<file path="src/rtl/rpau_pkg.sv">
package rpau_pkg;

  typedef enum logic [1:0] {
    RP_INC = 2'b00,
    RP_DEC = 2'b01,
    RP_DAD = 2'b10,
    RP_RSV = 2'b11
  } rp_op_e;

  typedef enum logic [1:0] {
    PR_BC = 2'b00,
    PR_DE = 2'b01,
    PR_HL = 2'b10,
    PR_SP = 2'b11
  } rp_pair_e;

endpackage

</file>
<file path="src/rtl/rpau_byte_slice.sv">
module rpau_byte_slice #(
  parameter int BYTE_W = 8
) (
  input  logic [BYTE_W-1:0] a,
  input  logic [BYTE_W-1:0] b,
  input  logic              cin,
  output logic [BYTE_W-1:0] sum,
  output logic              cout
);
  logic [BYTE_W:0] total;

  assign total = {1'b0, a} + {1'b0, b} + {{BYTE_W{1'b0}}, cin};
  assign sum   = total[BYTE_W-1:0];
  assign cout  = total[BYTE_W];
endmodule

</file>
<file path="src/rtl/rpau_byte_chain.sv">
module rpau_byte_chain #(
  parameter int BYTE_W = 8,
  parameter int NBYTES = 2
) (
  input  logic [BYTE_W*NBYTES-1:0] a,
  input  logic [BYTE_W*NBYTES-1:0] b,
  output logic [BYTE_W*NBYTES-1:0] sum,
  output logic                     cout
);
  logic [NBYTES:0] carry;

  assign carry[0] = 1'b0;

  // Each byte takes the carry of the byte below it, low byte first.
  for (genvar g = 0; g < NBYTES; g++) begin : g_slice
    rpau_byte_slice #(.BYTE_W(BYTE_W)) slice_i (
      .a   (a[g*BYTE_W +: BYTE_W]),
      .b   (b[g*BYTE_W +: BYTE_W]),
      .cin (carry[g]),
      .sum (sum[g*BYTE_W +: BYTE_W]),
      .cout(carry[g+1])
    );
  end

  assign cout = carry[NBYTES];
endmodule

</file>
<file path="src/rtl/rpau_opnd_sel.sv">
module rpau_opnd_sel
  import rpau_pkg::*;
#(
  parameter int PAIR_W = 16
) (
  input  logic [1:0]        op_sel,
  input  logic [1:0]        pair_sel,
  input  logic [PAIR_W-1:0] pair_val,
  input  logic [PAIR_W-1:0] hl_val,
  output logic [PAIR_W-1:0] opa,
  output logic [PAIR_W-1:0] opb
);
  localparam logic [PAIR_W-1:0] ONE  = PAIR_W'(1);
  localparam logic [PAIR_W-1:0] ONES = {PAIR_W{1'b1}};

  always_comb begin
    opa = '0;
    opb = '0;
    unique case (rp_op_e'(op_sel))
      RP_INC: begin
        opa = pair_val;
        opb = ONE;
      end
      RP_DEC: begin
        // Subtracting one is adding all ones; the final carry is discarded.
        opa = pair_val;
        opb = ONES;
      end
      RP_DAD: begin
        opa = (rp_pair_e'(pair_sel) == PR_HL) ? hl_val : pair_val;
        opb = hl_val;
      end
      default: begin
        opa = '0;
        opb = '0;
      end
    endcase
  end
endmodule

</file>
<file path="src/rtl/rp_arith_unit.sv">
module rp_arith_unit
  import rpau_pkg::*;
#(
  parameter int BYTE_W = 8,
  parameter int NBYTES = 2
) (
  input  logic                     clk,
  input  logic                     rst,
  input  logic                     op_valid,
  input  logic [1:0]               op_sel,
  input  logic [1:0]               pair_sel,
  input  logic [BYTE_W*NBYTES-1:0] pair_val,
  input  logic [BYTE_W*NBYTES-1:0] hl_val,
  input  logic                     carry_in,
  output logic                     res_valid,
  output logic [BYTE_W*NBYTES-1:0] res_val,
  output logic [1:0]               res_dest,
  output logic                     cy_we,
  output logic                     cy_out
);
  localparam int PAIR_W = BYTE_W * NBYTES;

  logic [PAIR_W-1:0] opa;
  logic [PAIR_W-1:0] opb;
  logic [PAIR_W-1:0] sum;
  logic              sum_cout;
  logic              accept;
  logic              is_dad;

  rpau_opnd_sel #(.PAIR_W(PAIR_W)) opnd_i (
    .op_sel  (op_sel),
    .pair_sel(pair_sel),
    .pair_val(pair_val),
    .hl_val  (hl_val),
    .opa     (opa),
    .opb     (opb)
  );

  rpau_byte_chain #(.BYTE_W(BYTE_W), .NBYTES(NBYTES)) chain_i (
    .a   (opa),
    .b   (opb),
    .sum (sum),
    .cout(sum_cout)
  );

  assign accept = op_valid && (rp_op_e'(op_sel) != RP_RSV);
  assign is_dad = rp_op_e'(op_sel) == RP_DAD;

  always_ff @(posedge clk) begin
    if (rst) begin
      res_valid <= 1'b0;
      res_val   <= '0;
      res_dest  <= 2'b00;
      cy_we     <= 1'b0;
      cy_out    <= 1'b0;
    end else begin
      res_valid <= accept;
      cy_we     <= accept && is_dad;
      if (accept) begin
        res_val  <= sum;
        res_dest <= is_dad ? 2'(PR_HL) : pair_sel;
        cy_out   <= is_dad ? sum_cout : carry_in;
      end
    end
  end
endmodule

</file>
<file path="config.mk">
export PLATFORM = sky130hd
export DESIGN_NAME = rp_arith_unit
export DESIGN_NICKNAME = d
export VERILOG_FILES = /design/src/rtl/rpau_pkg.sv /design/src/rtl/rpau_byte_slice.sv /design/src/rtl/rpau_byte_chain.sv /design/src/rtl/rpau_opnd_sel.sv /design/src/rtl/rp_arith_unit.sv
export SDC_FILE = /design/constraint.sdc
export NUM_CORES = 1
export LEC_CHECK = 0
export BUFFER_PORTS_ARGS = -buffer_cell sky130_fd_sc_hd__buf_4
export CORE_UTILIZATION = 43
export CTS_CLUSTER_SIZE = 16
export DETAILED_ROUTE_END_ITERATION = 10
export PLACE_DENSITY_LB_ADDON = 0.08
export SLEW_MARGIN = 30
export SYNTH_ARGS = -nofsm -noshare
export SYNTH_HDL_FRONTEND = slang
export SYNTH_SLANG_ARGS = --single-unit
</file>
<file path="constraint.sdc">
create_clock -name clk -period 9.5 [get_ports clk]
set_input_delay 0.475 -clock clk [delete_from_list [all_inputs] [get_ports clk]]
set_output_delay 0.475 -clock clk [all_outputs]
set_load 0.005 [all_outputs]
</file>
Yosys cells after proc, flatten, opt, wreduce, memory -nomap -nowiden
Index checks and enable logic that the tools add are counted.
{ "totals": {"romBits": 0, "latch_bits": 0, "out_inout_bits": 21, "ramBits": 0, "register_bits": 21, "elab_cells": 21, "mem_count": 0} }
{ "classes": {"n_bitwise": 0, "reduce_logical": 4, "mux": 5, "n_lt_le_gt_ge": 0, "addsub": 3, "div_mod_pow": 0, "multipliers": 0, "eq_ne": 4, "shift": 0} }
{ "op_table": {"columns": ["cell", "n"], "rows": [
  ["$pmux W16 S3", 1],
  ["$pmux W16 S2", 1],
  ["$add A8 B8 Y9", 2],
  ["$mux W16", 1],
  ["$add A9 B1 Y9", 1],
  ["$eq A2 B2 Y1 const B", 2],
  ["$eq A2 B1 Y1 const B", 1],
  ["$logic_and A1 B1 Y1", 2],
  ["$logic_not A2 Y1", 1],
  ["$mux W2", 1],
  ["$ne A2 B2 Y1 const B", 1],
  ["$reduce_or A2 Y1", 1],
  ["$mux W1", 1]
]} }

Depth between registers and ports, before layout
{ "depth": {"ltp_word": 6, "ltp_mapped": 18, "depth_no_buf": 17} }

By module
A second synthesis with hierarchy kept.
{ "hier_totals": {"cells_unflattened": 250, "hier_area_um2": 2074.5} }
{ "modules_own_cells": {"columns": ["mod", "seq_area_each_um2", "n_inst", "area_per_inst_um2", "cells_per_inst"], "rows": [
  ["rp_arith_unit", 420.4, 1, 827.0, 90],
  ["rpau_byte_slice", 0.0, 2, 331.6, 40],
  ["rpau_opnd_sel", 0.0, 1, 580.6, 79],
  ["rpau_byte_chain", 0.0, 1, 3.8, 1]
]} }

Worst setup path before layout
OpenSTA, ideal clock, no wires.
{ "synth_timing": {"path_kind": "input port to flip-flop", "from": "input pair_sel[0]", "to": "register res_val[14]", "path_slack_ps": 5234, "path_stages": 18, "setup_time_ps": 62, "path_buffers": 1, "arrival_time_ps": 4204, "cell_sequence": "nand2b_1 -> nand2b_1 -> nand2_1 -> clkbuf_1 -> a22o_1 -> ha_1 -> fa_1 -> a211o_1 -> a211oi_1 -> nor3_1 -> a211oi_1 -> fa_1 -> inv_1 -> fa_1 -> a211o_1 -> a21o_1 -> a211o_1 -> nand3_1"} }
{ "synth_between": {"elab_chain_len": 5, "word_cells_on_any_way": 6, "cone_classes": "3 x add/sub; 1 x eq/ne; 2 x mux"} }
{ "synth_rtl": {"columns": ["element", "line", "source"], "rows": [
  ["start: declaration", "rp_arith_unit.sv:11", "input logic [1:0] pair_sel,"],
  ["$eq A2 B2 Y1 *", "rpau_opnd_sel.sv:30", "opa = (rp_pair_e'(pair_sel) == PR_HL) ? hl_val : pair_val;"],
  ["$mux W16 *", "rpau_opnd_sel.sv:30", null],
  ["$pmux W16 S2 *", "rpau_opnd_sel.sv:19", "unique case (rp_op_e'(op_sel))"],
  ["$add A8 B8 Y9", "rpau_byte_slice.sv:12", "assign total = {1'b0, a} + {1'b0, b} + {{BYTE_W{1'b0}}, cin};"],
  ["$add A9 B1 Y9 *", "rpau_byte_slice.sv:12", null],
  ["end signal: assignment", "rp_arith_unit.sv:60", "res_val <= sum;"],
  ["end: declaration", "rp_arith_unit.sv:16", "output logic [BYTE_W*NBYTES-1:0] res_val,"]
]} }
Every way passes the cells marked *; elsewhere a longest branch is shown, timed or not.
A chain may end at the register's enable or synchronous reset.

Final worst setup path
Same ends and word-level chain as after synthesis.

==> flow_summary.json <==
{
  "critPathArrivalTime_ns": 4.75,
  "max_freq_mhz": 220,
  "final.fill_count": 357,
  "avgSynthCellArea_um2": 8.13,
  "cts_setup_buffers": 0,
  "crit_required_ns": 9.70,
  "io-pin-count": 61,
  "cpPeakStageDelay_ns": 0.43,
  "multiInputGateArea_um2": 1230,
  "cts_tree": "done",
  "fin_skew_ns": 0,
  "cts_sinks": 21,
  "rsz0062_at_grt": "no",
  "grt_max_degree": 26,
  "rows": 22,
  "start_util_pct": 46.1,
  "critPathKind": "input pin to register",
  "r2r-start": "res_val[10]",
  "synth_ff_type": "dfxtp_1",
  "io_buffers": 60,
  "synth.top_cell.area_share_pct": 24.2,
  "grt_pass1_vias": 1741,
  "grt.overflow.total": 0,
  "min_from": "res_val[3]",
  "area_growth_pct": 29.0,
  "clkLatencyLatePin_ns": 0.26,
  "dr.pass1.iters": 4,
  "cp_max_fo": 14,
  "antenna_found_initial": 0,
  "outcome": "finished clean",
  "cp_cell_sequence": "buf_4 -> nand2b_1 -> nand2b_1 -> nand2_1 -> a22o_1 -> ha_1 -> fa_1 -> a211o_1 -> a211oi_1 -> nor3_1 -> a211oi_1 -> fa_1 -> inv_1 -> fa_1 -> a211o_1 -> a21o_1 -> a211o_1 -> nand3_1",
  "gr-usage-met2_pct": 43.7,
  "place.gp.congestion": 0.825,
  "synth.most_common_cell": "dfxtp_1",
  "critPathSlowestCell": "fa_1",
  "critPathLaunchType": "input pin",
  "cts_buffers": 3,
  "whs_path_depth": 2,
  "yosys_warnings": 0,
  "via_per_inst": 5.76,
  "grt_usage_pct": 23.8,
  "wl_mm": 4.72,
  "cts.clk_slew.worst_paths_ns": 0.08,
  "core-area_um2": 3770,
  "holdPathEnd": "res_val[3]",
  "synth.cell_area_um2": 1740,
  "hold_viol_final": 0,
  "slew_violations": 0,
  "synth_area_leaders": "dfxtp_1, ha_1, a21o_1",
  "grt_first_pass_wirelength_mm": 7.94,
  "finalCriticalPeriod_ns": 4.55,
  "drc": 0,
  "hold_buffers": 0,
  "finalSetupViolations": 0,
  "endpoint_kind": "register",
  "tns_ns": 0,
  "dp_hpwl_mm": 3.45,
  "dieArea_um2": 4300,
  "ir_drop_mv": 0.0851,
  "synth_commonest_cells": "dfxtp_1, a21o_1, a21oi_1",
  "cts_resized": 0,
  "ant_nets": 0,
  "worstHoldPathType": "register to register",
  "hold-worst-slack_ns": 0.455,
  "busiest_layer": "met2",
  "wl_per_cell_um": 15.0,
  "die_w_um": 65.6,
  "drive_gt1_share_pct": 25.6,
  "p_leak_nw": 1.12,
  "synth_seq_cells": 21,
  "route.vias.total": 1809,
  "use_met3_pct": 3.82,
  "nets": 325,
  "cap_violations": 0,
  "finalCritPeriodShare_pct": 47.9,
  "cts_root_buffer": "clkbuf_8",
  "antenna_cells": 0,
  "yosysUniqueCellTypes": 40,
  "ys_async_sr_fraction_pct": 0,
  "die_h_um": 65.6,
  "r2r_slack_ns": 8.79,
  "synth_cells": 214,
  "synth_top_area_cell": "dfxtp_1",
  "pwr_density_cell_nw_per_um2": 119,
  "tightest_slew_ns": 0.883,
  "cts_max_level": 1,
  "clock_path_buffers": 2,
  "met1_usage_pct": 28.8,
  "synth-edff-count": 0,
  "relSlewSlack_pct": 40.8,
  "ys_seq_area_share_pct": 24.2,
  "reg2reg_depth": 2,
  "drtIter0Drc": 88,
  "synth_nets": 272,
  "register_area_um2": 420,
  "r2r-end": "res_val[10]"
}
==> worst max-delay path, delay by kind of cell <==
| kind | cells | cell delay, ns |
|---|---|---|
| AO/OA/AOI/OAI | 7 | 2.01 |
| AND/OR/NAND/NOR | 5 | 0.82 |
| adder cells (fa/ha/maj) | 4 | 1.28 |
| buffers and inverters | 2 | 0.16 |
==> power breakdown <==
part,switching (W),total (W),internal [W]
combinational,0.0000541,0.000108,0.0000541
clock,0.0000294,0.0000593,0.0000299
sequential,0.00000394,0.000100,0.0000962
total,0.0000875,0.000268,0.000180
==> sequential cells by signal (all words and copies together), names as in the netlist <==
| name | cells |
|---|---|
| res_dest | 2 |
| cy_out | 1 |
| cy_we | 1 |
| res_val | 16 |
| res_valid | 1 |
==> cell usage in the layout, fill, tap and decap left out, types with 2 or more instances in the layout <==
| master | n |
|---|---|
| nand3b_1 | 2 |
| inv_1 | 5 |
| a22o_1 | 13 |
| nand2_1 | 15 |
| o21ai_0 | 7 |
| o21a_1 | 3 |
| nor3_1 | 6 |
| nand3_1 | 15 |
| or3_1 | 4 |
| and3_1 | 3 |
| a21o_1 | 19 |
| ha_1 | 15 |
| fa_1 | 3 |
| nor2_1 | 11 |
| xnor2_1 | 2 |
| dfxtp_1 | 21 |
| a211o_1 | 5 |
| clkbuf_8 | 3 |
| buf_4 | 62 |
| a22oi_1 | 3 |
| o2bb2ai_1 | 2 |
| nand4_1 | 2 |
| nand2b_1 | 3 |
| o311ai_0 | 2 |
| a21oi_1 | 18 |
| a211oi_1 | 8 |
==> how the worst max path moves through the flow <==
stage          depth (start not counted)  slack (ns)           to   startpoint
6_report                              18        4.95  res_val[14]  pair_sel[0]
5_1_grt                               18        4.73  res_val[14]  pair_sel[0]
4_1_cts                               18        5.04  res_val[14]  pair_sel[0]
3_5_place_dp                          18        4.75  res_val[14]  pair_sel[0]
3_3_place_gp                          18        4.89  res_val[14]  pair_sel[0]
2_1_floorplan                         18        5.23  res_val[14]  pair_sel[0]
==> cell families after synthesis <==
group           count (synthesis)  synth area share, %
fa+ha+maj                      18                 14.2
simple gates                   64                 17.8
buf+inv                        19                 5.25
compound gates                 90                 37.5
xor+xnor                        2                 1.01
flops                          21                 24.2
==> layer usage <==
metal / part of all wire [%] / routed length [µm]
met5: 0 / 0
met3: 3.6 / 171
met1: 46 / 2170
met2: 50 / 2370
met4: 0.47 / 22
==> final cells by class <==
class | count | area share, %
Sequential cell | 21 | 18.7
Tap cell | 48 | 2.68
Clock buffer | 4 | 2.01
Multi-Input combinational cell | 174 | 55.0
Inverter | 5 | 0.837
Timing Repair Buffer | 62 | 20.7
==> through the flow <==
step / power [W] / utilization [%] / cells / worst slack [ns] / cell area, µm²
2_1_floorplan: 0.000170 / - / 214 / 5.23 / 1740
3_3_place_gp: 0.000209 / 58.2 / 310 / 4.89 / 2200
3_5_place_dp: 0.000210 / 58.2 / 310 / 4.75 / 2200
4_1_cts: 0.000270 / 59.4 / 314 / 5.04 / 2240
5_1_grt: 0.000288 / 59.5 / 314 / 4.73 / 2240
6_report: 0.000268 / 59.5 / 314 / 4.95 / 2240
(Power assumes the default switching activity.)
